$ cat src/rtl/adc_seq_pkg.sv
package adc_seq_pkg;

    typedef enum logic [1:0] {
        CAL_FULL     = 2'b00,
        CAL_GAIN_OFS = 2'b01,
        CAL_OFS      = 2'b10,
        CAL_GAIN     = 2'b11
    } cal_kind_e;

    typedef enum logic [1:0] {
        STEP_NONE = 2'b00,
        STEP_DAC  = 2'b01,
        STEP_GAIN = 2'b10,
        STEP_OFS  = 2'b11
    } cal_step_e;

    typedef enum logic [1:0] {
        SEQ_IDLE   = 2'b00,
        SEQ_SETTLE = 2'b01,
        SEQ_CAL    = 2'b10
    } seq_mode_e;

endpackage

$ cat src/rtl/adc_seq_timer.sv
module adc_seq_timer #(
    parameter int CNT_W = 17
) (
    input  logic             clk,
    input  logic             rst_n,
    input  logic             load,
    input  logic [CNT_W-1:0] load_val,
    output logic             expired
);

    logic [CNT_W-1:0] cnt_d, cnt_q;

    always_comb begin
        cnt_d = cnt_q;
        if (load) begin
            cnt_d = load_val;
        end else if (cnt_q != '0) begin
            cnt_d = cnt_q - 1'b1;
        end
    end

    always_ff @(posedge clk or negedge rst_n) begin
        if (!rst_n) begin
            cnt_q <= '0;
        end else begin
            cnt_q <= cnt_d;
        end
    end

    assign expired = (cnt_q == '0);

endmodule

$ cat src/rtl/adc_seq_step_plan.sv
module adc_seq_step_plan
    import adc_seq_pkg::*;
#(
    parameter int CNT_W    = 17,
    parameter int DAC_CYC  = 97240,
    parameter int GAIN_CYC = 13880,
    parameter int OFS_CYC  = 13880
) (
    input  cal_kind_e        req_kind,
    input  cal_kind_e        run_kind,
    input  cal_step_e        run_step,
    output cal_step_e        first_step,
    output logic [CNT_W-1:0] first_len_m1,
    output cal_step_e        next_step,
    output logic [CNT_W-1:0] next_len_m1
);

    localparam logic [CNT_W-1:0] DAC_M1  = CNT_W'(DAC_CYC - 1);
    localparam logic [CNT_W-1:0] GAIN_M1 = CNT_W'(GAIN_CYC - 1);
    localparam logic [CNT_W-1:0] OFS_M1  = CNT_W'(OFS_CYC - 1);

    function automatic logic [CNT_W-1:0] step_len(input cal_step_e s);
        case (s)
            STEP_DAC:  return DAC_M1;
            STEP_GAIN: return GAIN_M1;
            STEP_OFS:  return OFS_M1;
            default:   return '0;
        endcase
    endfunction

    always_comb begin
        case (req_kind)
            CAL_FULL:     first_step = STEP_DAC;
            CAL_GAIN_OFS: first_step = STEP_GAIN;
            CAL_OFS:      first_step = STEP_OFS;
            default:      first_step = STEP_GAIN;
        endcase
        first_len_m1 = step_len(first_step);
    end

    always_comb begin
        case (run_step)
            STEP_DAC:  next_step = STEP_GAIN;
            STEP_GAIN: next_step = (run_kind == CAL_GAIN) ? STEP_NONE : STEP_OFS;
            default:   next_step = STEP_NONE;
        endcase
        next_len_m1 = step_len(next_step);
    end

endmodule

$ cat src/rtl/adc_cal_sequencer.sv
module adc_cal_sequencer
    import adc_seq_pkg::*;
#(
    parameter int SETTLE_CYC = 128000,
    parameter int DAC_CYC    = 97240,
    parameter int GAIN_CYC   = 13880,
    parameter int OFS_CYC    = 13880
) (
    input  logic       clk,
    input  logic       rst_n,
    input  logic       sample_req,
    input  logic       cfg_wr,
    input  logic       cfg_cal_go,
    input  logic [1:0] cfg_cal_kind,
    output logic       busy,
    output logic       conv_go,
    output logic       cal_active,
    output logic [1:0] cal_kind,
    output logic [1:0] cal_step
);

    localparam int MAX_A   = (SETTLE_CYC > DAC_CYC) ? SETTLE_CYC : DAC_CYC;
    localparam int MAX_B   = (GAIN_CYC > OFS_CYC) ? GAIN_CYC : OFS_CYC;
    localparam int MAX_CYC = (MAX_A > MAX_B) ? MAX_A : MAX_B;
    localparam int CNT_W   = $clog2(MAX_CYC + 1);
    localparam logic [CNT_W-1:0] SETTLE_M1 = CNT_W'(SETTLE_CYC - 1);

    typedef struct packed {
        seq_mode_e mode;
        logic      settled;
        logic      auto_pend;
        cal_kind_e kind;
        cal_step_e step;
        logic      conv_go;
    } seq_state_t;

    seq_state_t st_d, st_q;

    logic             tmr_load;
    logic [CNT_W-1:0] tmr_val;
    logic             tmr_expired;

    logic             wr_cal;
    cal_kind_e        plan_kind;
    cal_step_e        first_step, next_step;
    logic [CNT_W-1:0] first_len_m1, next_len_m1;

    assign wr_cal    = cfg_wr && cfg_cal_go;
    assign plan_kind = wr_cal ? cal_kind_e'(cfg_cal_kind) : CAL_FULL;

    adc_seq_step_plan #(
        .CNT_W   (CNT_W),
        .DAC_CYC (DAC_CYC),
        .GAIN_CYC(GAIN_CYC),
        .OFS_CYC (OFS_CYC)
    ) u_plan (
        .req_kind    (plan_kind),
        .run_kind    (st_q.kind),
        .run_step    (st_q.step),
        .first_step  (first_step),
        .first_len_m1(first_len_m1),
        .next_step   (next_step),
        .next_len_m1 (next_len_m1)
    );

    adc_seq_timer #(
        .CNT_W(CNT_W)
    ) u_timer (
        .clk     (clk),
        .rst_n   (rst_n),
        .load    (tmr_load),
        .load_val(tmr_val),
        .expired (tmr_expired)
    );

    always_comb begin
        st_d         = st_q;
        st_d.conv_go = 1'b0;
        tmr_load     = 1'b0;
        tmr_val      = '0;

        // Any register write retires a pending automatic calibration.
        if (cfg_wr) begin
            st_d.auto_pend = 1'b0;
        end

        case (st_q.mode)
            SEQ_IDLE: begin
                if (wr_cal) begin
                    st_d.mode = SEQ_CAL;
                    st_d.kind = plan_kind;
                    st_d.step = first_step;
                    tmr_load  = 1'b1;
                    tmr_val   = first_len_m1;
                end else if (sample_req) begin
                    if (!st_q.settled) begin
                        st_d.mode = SEQ_SETTLE;
                        tmr_load  = 1'b1;
                        tmr_val   = SETTLE_M1;
                    end else if (st_q.auto_pend && !cfg_wr) begin
                        st_d.mode      = SEQ_CAL;
                        st_d.kind      = CAL_FULL;
                        st_d.step      = first_step;
                        st_d.auto_pend = 1'b0;
                        tmr_load       = 1'b1;
                        tmr_val        = first_len_m1;
                    end else begin
                        st_d.conv_go = 1'b1;
                    end
                end
            end
            SEQ_SETTLE: begin
                if (tmr_expired) begin
                    st_d.mode    = SEQ_IDLE;
                    st_d.settled = 1'b1;
                end
            end
            SEQ_CAL: begin
                if (tmr_expired) begin
                    if (next_step == STEP_NONE) begin
                        st_d.mode = SEQ_IDLE;
                        st_d.step = STEP_NONE;
                    end else begin
                        st_d.step = next_step;
                        tmr_load  = 1'b1;
                        tmr_val   = next_len_m1;
                    end
                end
            end
            default: begin
                st_d.mode = SEQ_IDLE;
                st_d.step = STEP_NONE;
            end
        endcase
    end

    always_ff @(posedge clk or negedge rst_n) begin
        if (!rst_n) begin
            st_q.mode      <= SEQ_IDLE;
            st_q.settled   <= 1'b0;
            st_q.auto_pend <= 1'b1;
            st_q.kind      <= CAL_FULL;
            st_q.step      <= STEP_NONE;
            st_q.conv_go   <= 1'b0;
        end else begin
            st_q <= st_d;
        end
    end

    assign busy       = (st_q.mode != SEQ_IDLE);
    assign conv_go    = st_q.conv_go;
    assign cal_active = (st_q.mode == SEQ_CAL);
    assign cal_kind   = st_q.kind;
    assign cal_step   = st_q.step;

endmodule

$ cat config.mk
export PLATFORM = sky130hd
export DESIGN_NAME = adc_cal_sequencer
export DESIGN_NICKNAME = d
export VERILOG_FILES = /design/src/rtl/adc_seq_pkg.sv /design/src/rtl/adc_seq_timer.sv /design/src/rtl/adc_seq_step_plan.sv /design/src/rtl/adc_cal_sequencer.sv
export SDC_FILE = /design/constraint.sdc
export NUM_CORES = 1
export LEC_CHECK = 0
export BUFFER_PORTS_ARGS = -buffer_cell sky130_fd_sc_hd__clkbuf_2
export CAP_MARGIN = 5
export CELL_PAD_IN_SITES_DETAIL_PLACEMENT = 1
export CELL_PAD_IN_SITES_GLOBAL_PLACEMENT = 1
export CORE_MARGIN = 1.5
export CORE_UTILIZATION = 51
export CTS_CLUSTER_SIZE = 14
export DETAILED_ROUTE_END_ITERATION = 10
export PLACE_DENSITY = 0.86
export SLEW_MARGIN = 15
export SYNTH_ARGS = -nofsm -noshare
export SYNTH_HDL_FRONTEND = slang
export SYNTH_HIERARCHICAL = 1
export SYNTH_SLANG_ARGS = --single-unit
$ cat constraint.sdc
create_clock -name clk -period 8 [get_ports clk]
set_clock_uncertainty 0.15 [all_clocks]
set_input_delay 0.4 -clock clk [delete_from_list [all_inputs] [get_ports clk]]
set_output_delay 0.4 -clock clk [all_outputs]
set_load 0.01 [all_outputs]
==> flow_metrics.tcl, run 1 <==
set metrics [dict create \
    overflow 0 \
    cp.required_ps 8000 \
    worst_ep_arrival_time_ps 3680 \
    num-fill-cells 510 \
    rsz0062_at_grt "false" \
    initial_core_util 0.534 \
    cpLargestDelayFamily "simple AND/OR/NAND/NOR gates" \
    min_path_type "input pin to asynchronous set/reset pin" \
    synth_cell_type_count 57 \
    cts_buffers 3 \
    ant_nets 0 \
    dp_hpwl_mm 3.81 \
    critical_path_class "flop to flop" \
    remaining_drc_errors 0 \
    drive_above_1_share 0.231 \
    ys.flop_type "dfrtp_1" \
    finalHoldViolCount 0 \
    power_leakage_uw 0.000937 \
    seq_area_frac_synth 0.281 \
    htreeDepth 1 \
    busiest_layer "met2" \
    dieArea_sq_mm 0.00497 \
    fp.dieW_microns 70.5 \
    wl_mm 5.02 \
    diodes 0 \
    worst_pin_slew_ps 1050 \
    dr.pass1.iters 4 \
    max-cap-violations 0 \
    clock_latency_ps 270 \
    status "complete, no violations" \
    clkTransAtPathRegs_ps 90 \
    grt_max_degree 37 \
    path_buf_inv 2 \
    setup_viol 0 \
    crit_slowest_cell "nand2b_2" \
    use_met3 0.0159 \
    fin_hold_ws_ps 0.578 \
    ys_ff_latch 26 \
    numPortBuffers 13 \
    finalNetCount 245 \
    setup_tns_ps 0 \
    period_minus_slack_ps 3690 \
    antenna_found_initial 0 \
    dieHeight_microns 70.5 \
    root_buffer "clkbuf_8" \
    fmax_ghz 0.271 \
    routed_via_density 5.77 \
    grt_pass1_vias 1757 \
    syn_to_final_growth_pct -4.74 \
    reg2reg_depth 13 \
    synth_area_per_cell_sq_um 9.18 \
    p_per_area_mw_per_mm2 340 \
    grt_use_met2 0.382 \
    ir_worst_vdd_mv 0.142 \
    cts_sinks 26 \
    rows 24 \
    min_period_over_period 0.461 \
    io_pins 14 \
    cts_setup_buffers 0 \
    syn-instance-count 253 \
    cts_resized 0 \
    cpPeakStageDelay_ps 580 \
    slew_violations 0 \
    crit_path_start_kind "flop" \
    worstPathMaxFanout 36 \
    relSlewSlack 0.296 \
    grtUsageTotal 0.221 \
    gp_congestion 0.793 \
    cp_cell_sequence "inv_1 > ha_1 > nor4b_4 > nand3_4 > nor2_1 > nand2_1 > nor3_2 > buf_4 > nand2b_2 > nand2b_1 > nor2_1 > a21oi_1 > o211ai_1" \
    grt_pass1_wl_mm 8.74 \
    holdBufCountCts 0 \
    dp_slack_ps 3970 \
    yosys_warnings 6 \
    cts_tree "done" \
    synth-edff-count 0 \
    fin_total_pwr_uw 752 \
    setup_ws_ps 4310 \
    drt_iter0_drc 60 \
    setup.worst_path.end_class "flop" \
    crit_path_frequent_cell "nor2_1" \
    async_flop_share 1.00 \
    cp_num_cells 13 \
    met1_usage 0.293 \
    vias 1651 \
    synth_area_sq_mm 0.00232 \
    clk_path_buf_depth 2 \
    core-area_sq_mm 0.00435 \
    wl_per_cell_microns 17.5 \
]
[sequential cells by signal (all words and copies together), names as in the netlist]
| register | flops |
|---|---|
| cal_step | 2 |
| conv_go | 1 |
| st_q | 4 |
| u_timer/cnt_q | 17 |
| cal_kind | 2 |
[metal layers]
layer	up-vias	wire length, microns
met5	-	0
met4	0	38
met3	4	71
met2	17	2600
met1	812	2310
li1	818	-
[cells by family (layout without fill, tap and decap cells)]
logic type	after synthesis	in the layout	synth area share
AND/OR/NAND/NOR	93	93	0.247
AO/OA/AOI/OAI	58	58	0.230
buffers and inverters	57	29	0.165
flip-flops	26	26	0.281
XOR/XNOR	8	8	0.0302
multiplexers	6	6	0.0280
adder cells (fa/ha/maj)	3	3	0.0162
other	2	11	0.00323
[path summary, 6_finish.rpt]
path / start / to / slack [ps]
max: u_timer/cnt_q[0] / u_timer/cnt_q[15] / 4310
min in group clk: sample_req / conv_go / 260
max in group asynchronous: rst_n / u_timer/cnt_q[14] / 7260
max reg2reg: u_timer/cnt_q[0] / u_timer/cnt_q[15] / 4310
min: rst_n / u_timer/cnt_q[10] / 0.6
min reg2reg: cal_kind[0] / cal_kind[0] / 400
[synth_stat cells (7+ instances only)]
| master | number | area share |
|---|---|---|
| o21ai_0 | 7 | 0.015 |
| dfrtp_1 | 25 | 0.27 |
| inv_1 | 10 | 0.016 |
| nor2_1 | 28 | 0.045 |
| o2bb2ai_2 | 9 | 0.058 |
| o211a_1 | 7 | 0.030 |
| buf_4 | 35 | 0.11 |
| a21oi_1 | 8 | 0.017 |
| nand2b_1 | 12 | 0.032 |
| nand2_1 | 17 | 0.027 |
[power breakdown]
group	leakage, uW	total [uW]	internal, uW	switching [uW]
clock network	0.0000288	86.6	44.0	42.6
logic	0.000593	386	172	213
registers	0.000315	280	185	94.4
[placed cells by master (no fill, tap or decap), types with 3 or more instances in the layout]
cell type | netlist | layout
or3_1 | 3 | 3
xnor2_1 | 3 | 3
o21ai_0 | 7 | 7
mux2_2 | 4 | 4
xor2_1 | 5 | 5
nand2b_1 | 12 | 11
nand4_1 | 3 | 3
clkbuf_8 | 0 | 4
nor4_4 | 3 | 3
conb_1 | 2 | 11
a21oi_1 | 8 | 7
o31ai_1 | 4 | 4
o2bb2ai_2 | 9 | 9
o211a_1 | 7 | 7
clkbuf_2 | 0 | 13
inv_1 | 10 | 10
o2bb2ai_1 | 5 | 5
nor3_1 | 5 | 5
ha_1 | 3 | 3
nor4_1 | 3 | 3
dfrtp_1 | 25 | 25
nor2_1 | 28 | 28
nand2_1 | 17 | 17
[cell type report]
cell class                      count  area [sq um]  area share
Multi-Input combinational cell    179          1330       0.600
Tap cell                           52          65.1      0.0294
Sequential cell                    26           652       0.295
Inverter                           11          41.3      0.0187
Clock buffer                        4          55.1      0.0249
Timing Repair Buffer               14          72.6      0.0328
[stage by stage]
stage                     std cells  area (sq um)  utilization
after global routing            286          2210        0.508
after global placement          282          2150        0.494
final                           286          2210        0.508
after floorplan                 262          2360            -
after detailed placement        282          2150        0.494
after CTS                       286          2210        0.507
[worst reg2reg max path, delay by kind of cell (launching register included)]
family,cells,cell delay (ps)
simple gates,8,2140
buf+inv,2,360
fa+ha+maj,1,220
compound gates,2,250
flops,1,450
Note: power is estimated with default switching activity, not from simulation.
==> run 2, diff against run 1 <==
--- a/config.mk
+++ b/config.mk
@@ -5,15 +5,16 @@
 export SDC_FILE = /design/constraint.sdc
 export NUM_CORES = 1
 export LEC_CHECK = 0
+export ABC_AREA = 1
 export BUFFER_PORTS_ARGS = -buffer_cell sky130_fd_sc_hd__clkbuf_2
 export CAP_MARGIN = 5
 export CELL_PAD_IN_SITES_DETAIL_PLACEMENT = 1
 export CELL_PAD_IN_SITES_GLOBAL_PLACEMENT = 1
 export CORE_MARGIN = 1.5
-export CORE_UTILIZATION = 51
+export CORE_UTILIZATION = 40
 export CTS_CLUSTER_SIZE = 14
 export DETAILED_ROUTE_END_ITERATION = 10
-export PLACE_DENSITY = 0.86
+export PLACE_DENSITY = 0.78
 export SLEW_MARGIN = 15
 export SYNTH_ARGS = -nofsm -noshare
 export SYNTH_HDL_FRONTEND = slang
==> constraint.sdc (replaced) <==
create_clock -name clk -period 3.1 [get_ports clk]
set_clock_uncertainty 0.15 [all_clocks]
set_input_delay 0.155 -clock clk [delete_from_list [all_inputs] [get_ports clk]]
set_output_delay 0.155 -clock clk [all_outputs]
set_load 0.01 [all_outputs]
==> flow_metrics.tcl, run 2 <==
set metrics [dict create \
    status "complete, no violations" \
    synth_top_area_frac 0.259 \
    grt_pass1_wl_mm 9.87 \
    antenna_found_initial 0 \
    fin_hold_ws_ps 57.8 \
    core-area_sq_mm 0.00589 \
    worstPathMaxFanout 13 \
    cpPeakStageDelay_ps 390 \
    grtUsageTotal 0.194 \
    synth_top_cells_by_count "nand2_1, inv_1, buf_4" \
    wl_mm 5.80 \
    dieArea_sq_mm 0.00652 \
    grt_pass1_vias 2136 \
    setup_tns_ps 0 \
    fp.dieW_microns 80.7 \
    num-fill-cells 819 \
    finalHoldViolCount 0 \
    initial_core_util 0.411 \
    largestRegisters "u_timer/cnt_q: 17 flops, st_q: 4 flops" \
    fmax_ghz 0.355 \
    grt_max_degree 27 \
    cts_sinks 26 \
    syn_to_final_growth_pct -1.29 \
    routed_via_density 4.94 \
    min_path_type "input pin to flop" \
    max-cap-violations 0 \
    critical_path_class "flop to flop" \
    min_period_over_period 0.910 \
    crit_path_start_kind "flop" \
    cts_resized 0 \
    crit_slowest_cell "dfrtp_1" \
    gp_congestion 0.852 \
    clock_latency_ps 270 \
    synth-edff-count 0 \
    slew_violations 0 \
    cts_tree "done" \
    crit_path_frequent_cell "inv_1" \
    drive_above_1_share 0.142 \
    yosys_warnings 6 \
    cts_buffers 3 \
    synth_cell_type_count 28 \
    synth_area_sq_mm 0.00242 \
    synth.area.top_cells "dfrtp_1, nand2_1, buf_4, inv_1, a21oi_1" \
    rsz0062_at_grt "false" \
    wl_per_cell_microns 13.4 \
    seq_area_frac_synth 0.270 \
    fin_util 0.405 \
    mostFrequentLayoutCell "nand2_1" \
    syn-instance-count 371 \
    dr.pass1.iters 4 \
    worst_ep_arrival_time_ps 2870 \
    finalNetCount 369 \
    p_per_area_mw_per_mm2 797 \
    yosysMostFrequentCell "nand2_1" \
    ir_worst_vdd_mv 0.288 \
    rows 28 \
    drt_iter0_drc 86 \
    largest_register_ff_count 17 \
    dp_hpwl_mm 4.49 \
    diodes 0 \
    dieHeight_microns 80.7 \
    power_leakage_uw 0.00118 \
    vias 2137 \
    final_cell_mix "nand2_1, inv_1, nor2_1" \
    period_minus_slack_ps 2820 \
    ys.flop_type "dfrtp_1" \
    ys_ff_latch 26 \
    setup_viol 0 \
    root_buffer "clkbuf_8" \
    numPortBuffers 13 \
    overflow 0 \
    relSlewSlack 0.526 \
    synth_largest_area_cell "dfrtp_1" \
    worst_pin_slew_ps 703 \
    io_pins 14 \
    cp_cell_sequence "inv_1 > ha_1 > nand2_2 > nor2_4 > nand3_1 > nor3_1 > nand3_4 > nand2_1 > inv_1 > nand4_4 > inv_2 > a21oi_1" \
    regMostFlops "u_timer/cnt_q" \
    async_flop_share 1.00 \
    remaining_drc_errors 0 \
    cp.required_ps 3150 \
    clkTransAtPathRegs_ps 100 \
    ant_nets 0 \
    setup.worst_path.end_class "flop" \
    htreeDepth 1 \
    clk_path_buf_depth 2 \
    synth_area_per_cell_sq_um 6.52 \
]
run 2: cell types whose count changed in the layout (fill, tap and decap cells not counted), sizes merged, moves of 5 or more:
cell     change
a21oi       +22
inv         +51
nand2       +80
nand2b      -12
nand3       +27
nor2        +10
nor3         -7
nor4         -6
o211a        -7
o21ai        +8
o22ai       +15
o2bb2ai     -15
xor2         -5
run 2: kinds of logic after synthesis:
family                   synth area share
AND/OR/NAND/NOR                     0.318
buffers and inverters               0.229
AO/OA/AOI/OAI                       0.165
flip-flops                          0.270
adder cells (fa/ha/maj)            0.0155
other                             0.00311
run 2: layout make-up:
cell class | count | area, sq um | share of cell area
Sequential cell | 26 | 652 | 0.273
Inverter | 62 | 233 | 0.0975
Timing Repair Buffer | 18 | 108 | 0.0451
Clock buffer | 4 | 55.1 | 0.0231
Multi-Input combinational cell | 248 | 1240 | 0.522
Tap cell | 75 | 93.8 | 0.0393
run 2: worst paths after layout:
| kind | depth (start not counted) | slack (ps) | from | endpoint |
|---|---|---|---|---|
| setup / recovery | 12 | 280 | u_timer/cnt_q[0] | u_timer/cnt_q[11] |
| hold / removal | 5 | 60 | cfg_cal_kind[1] | cal_kind[1] |
| setup reg to reg | 12 | 280 | u_timer/cnt_q[0] | u_timer/cnt_q[11] |
| hold reg to reg | 2 | 390 | cal_kind[1] | cal_kind[1] |
| max in group asynchronous | 2 | 2060 | rst_n | st_q[8] |
| min in group asynchronous | 2 | 300 | rst_n | u_timer/cnt_q[3] |
run 2: critical path, delay by kind of cell, from the launching register on:
kind / cells / cell delay [ps]
flops: 1 / 390
fa+ha+maj: 1 / 250
simple gates: 7 / 1280
buf+inv: 3 / 500
compound gates: 1 / 160
run 2: metrics by stage:
stage	cell area (sq um)	setup slack, ps	power (uW)	cells
final	2390	280	1900	433
after global routing	2390	29.6	2100	433
after CTS	2390	250	1910	433
after detailed placement	2310	293	1680	427
after global placement	2310	517	1630	427
after floorplan	2450	505	1480	380
run 2: timing repair:
action / 4_1_cts / 5_1_grt
endpoints found under the hold margin: 26 / 0
hold buffers: 2 / 0
buffers inserted: 0 / 0
run 2: power by group:
| part | total [uW] | internal (uW) | switching [uW] |
|---|---|---|---|
| clock network | 226 | 114 | 113 |
| logic | 1080 | 364 | 712 |
| registers | 601 | 465 | 135 |
run 2: routing by layer:
| metal | global-route usage | up-vias | wire [microns] |
|---|---|---|---|
| li1 | - | 1086 | - |
| met1 | 0.269 | 1033 | 2920 |
| met2 | 0.329 | 14 | 2760 |
| met3 | 0.0180 | 4 | 65 |
| met4 | 0.0431 | 0 | 54 |
| met5 | 0 | - | 0 |
==> run 3, diff against run 2 <==
--- a/config.mk
+++ b/config.mk
@@ -14,9 +14,9 @@
 export CORE_UTILIZATION = 40
 export CTS_CLUSTER_SIZE = 14
 export DETAILED_ROUTE_END_ITERATION = 10
-export PLACE_DENSITY = 0.78
+export MAX_ROUTING_LAYER = met4
+export PLACE_DENSITY = 0.77
 export SLEW_MARGIN = 15
 export SYNTH_ARGS = -nofsm -noshare
 export SYNTH_HDL_FRONTEND = slang
-export SYNTH_HIERARCHICAL = 1
 export SYNTH_SLANG_ARGS = --single-unit
==> flow_metrics.tcl, run 3 <==
set metrics [dict create \
    status "complete, no violations" \
    synth_area_sq_mm 0.00183 \
    final_cell_mix "nand2_1, inv_1, nor2_1" \
    min_period_over_period 0.593 \
    critical_path_class "flop to flop" \
    dp_slack_ps 1270 \
    grt_pass1_wl_mm 7.85 \
    finalNetCount 276 \
    grt_max_degree 27 \
    multi_input_area_sq_mm 0.00101 \
    ys.flop_type "dfrtp_1" \
    initial_core_util 0.417 \
    relSlewSlack 0.570 \
    final-seq-area_sq_um 652 \
    syn_to_final_growth_pct 10.1 \
    synth_largest_area_cell "dfrtp_1" \
    min_path_type "input pin to flop" \
    cpLargestDelayFamily "simple AND/OR/NAND/NOR gates" \
    htreeDepth 1 \
    ant_nets 0 \
    r2r_slack_ps 1260 \
    p_per_area_mw_per_mm2 716 \
    syn-instance-count 247 \
    worst_pin_slew_ps 645 \
    rows 24 \
    fp.dieW_microns 70.6 \
    largest_register_ff_count 17 \
    drt_iter0_drc 47 \
    max-cap-violations 0 \
    clkTransAtPathRegs_ps 100 \
    dp_hpwl_mm 3.65 \
    grtUsageTotal 0.204 \
    setup_tns_ps 0 \
    overflow 0 \
    fin_total_pwr_uw 1440 \
    synth_area_per_cell_sq_um 7.40 \
    remaining_drc_errors 0 \
    synth_top_area_frac 0.342 \
    reg2reg_from "u_timer.cnt_q[0]" \
    setup_ws_ps 1260 \
    wl_mm 4.41 \
    dieHeight_microns 70.6 \
    routed_via_density 5.00 \
    largestRegisters "u_timer.cnt_q: 17 flops, st_q: 4 flops" \
    ys_ff_latch 26 \
    worst_ep_arrival_time_ps 1860 \
    io_pins 14 \
    reg2reg_depth 9 \
    num-fill-cells 568 \
    dpl_cell_area_sq_mm 0.00193 \
    seq_area_frac_synth 0.357 \
    drive_above_1_share 0.205 \
    setup.worst_path.end_class "flop" \
    yosysMostFrequentCell "nand2_1" \
    fmax_ghz 0.544 \
    crit_slowest_cell "dfrtp_1" \
    gp_congestion 0.897 \
    yosys_warnings 0 \
    crit_path_start_kind "flop" \
    rsz0062_at_grt "false" \
    syn_nets 259 \
    fin_util 0.459 \
    crit_path_end "u_timer.cnt_q[12]" \
    antenna_found_initial 0 \
    final_area_sq_mm 0.00201 \
    cts_setup_buffers 0 \
    async_flop_share 1.00 \
    regMostFlops "u_timer.cnt_q" \
    core-area_sq_mm 0.00438 \
    finalHoldViolCount 0 \
    setup_viol 0 \
    power_leakage_uw 0.000967 \
    cp.required_ps 3120 \
    cts_sinks 26 \
    vias 1574 \
    cpPeakStageDelay_ps 400 \
    synth_cell_type_count 28 \
    period_minus_slack_ps 1840 \
    synth-edff-count 0 \
    synth_top_cells_by_count "nand2_1, inv_1, nor2_1" \
    mostFrequentLayoutCell "nand2_1" \
    dr.pass1.iters 4 \
    diodes 0 \
    path_buf_inv 1 \
    worstSetupStartpoint "u_timer.cnt_q[0]" \
    synth.area.top_cells "dfrtp_1, nand2_1, inv_1, nor2_1, nand3_1" \
    slew_violations 0 \
    worstPathMaxFanout 5 \
    cp_num_cells 9 \
    clk_path_buf_depth 2 \
    cp_cell_sequence "inv_1 > ha_1 > nand2_2 > nor2_2 > nand3_1 > nor2_1 > nand2_1 > nand2_1 > nand3_1" \
    wl_per_cell_microns 14.0 \
    dieArea_sq_mm 0.00498 \
    cts_buffers 3 \
    root_buffer "clkbuf_8" \
    r2r_end "u_timer.cnt_q[12]" \
    cts_tree "done" \
    ir_worst_vdd_mv 0.267 \
    grt_pass1_vias 1649 \
    numPortBuffers 13 \
    clock_latency_ps 280 \
]
run 3: cell types whose count changed after synthesis, sizes merged, moves of 2 or more:
cell / before / now
conb: 2 / 0
o22ai: 15 / 0
or2: 3 / 1
xnor2: 0 / 7
nand2: 97 / 70
nand4: 1 / 4
inv: 62 / 36
a21oi: 31 / 11
ha: 3 / 5
nor2: 38 / 41
clkbuf: 4 / 0
buf: 40 / 4
nand3: 30 / 24
run 3: through the flow:
| stage | cells | hold WS (ps) |
|---|---|---|
| after detailed placement | 308 | 65.7 |
| final | 315 | 13.4 |
| after global placement | 308 | 65.1 |
| after CTS | 315 | 12.8 |
| after floorplan | 247 | -291 |
| after global routing | 315 | 43.3 |
run 3: cell type report:
| class | instances | area share |
|---|---|---|
| Clock buffer | 4 | 0.0273 |
| Timing Repair Buffer | 16 | 0.0472 |
| Multi-Input combinational cell | 181 | 0.501 |
| Inverter | 36 | 0.0684 |
| Tap cell | 52 | 0.0323 |
| Sequential cell | 26 | 0.324 |
run 3: cell families after synthesis:
logic type	Yosys count	share of synthesized area
buffers and inverters	40	0.0917
XOR/XNOR	7	0.0335
AO/OA/AOI/OAI	27	0.0945
adder cells (fa/ha/maj)	5	0.0342
flip-flops	26	0.357
AND/OR/NAND/NOR	142	0.389
run 3: repair_timing:
item	in CTS	in global routing
endpoints found under the hold margin	26	0
resized for setup	0	0
setup endpoints to repair	0	0
hold buffers	3	0
run 3: per-layer routing:
layer  wire, microns  track usage
met5               0            -
met4              55       0.0524
met3             124       0.0342
met2            2210        0.345
met1            2020        0.257
run 3: tightest hold or removal path, stage by stage:
cell	delay [ps]
clkbuf_2	90
nand2_1	70
o21ai_0	80
run 3: report_power, final:
group,switching [uW],leakage (uW),internal (uW),total (uW)
sequential,130,0.000303,455,585
clock,109,0.0000288,114,222
combinational,394,0.000635,240,634
run 3: worst min path at each step:
stage | to | slack, ps | cells after the start | start
2_1_floorplan | cal_kind[0] | -290 | 0 | rst_n
3_3_place_gp | u_timer.cnt_q[9] | 70 | 1 | rst_n
3_5_place_dp | u_timer.cnt_q[13] | 70 | 1 | rst_n
4_1_cts | cal_kind[1] | 10 | 3 | cfg_cal_kind[1]
5_1_grt | cal_kind[1] | 40 | 3 | cfg_cal_kind[1]
6_report | cal_kind[1] | 10 | 3 | cfg_cal_kind[1]
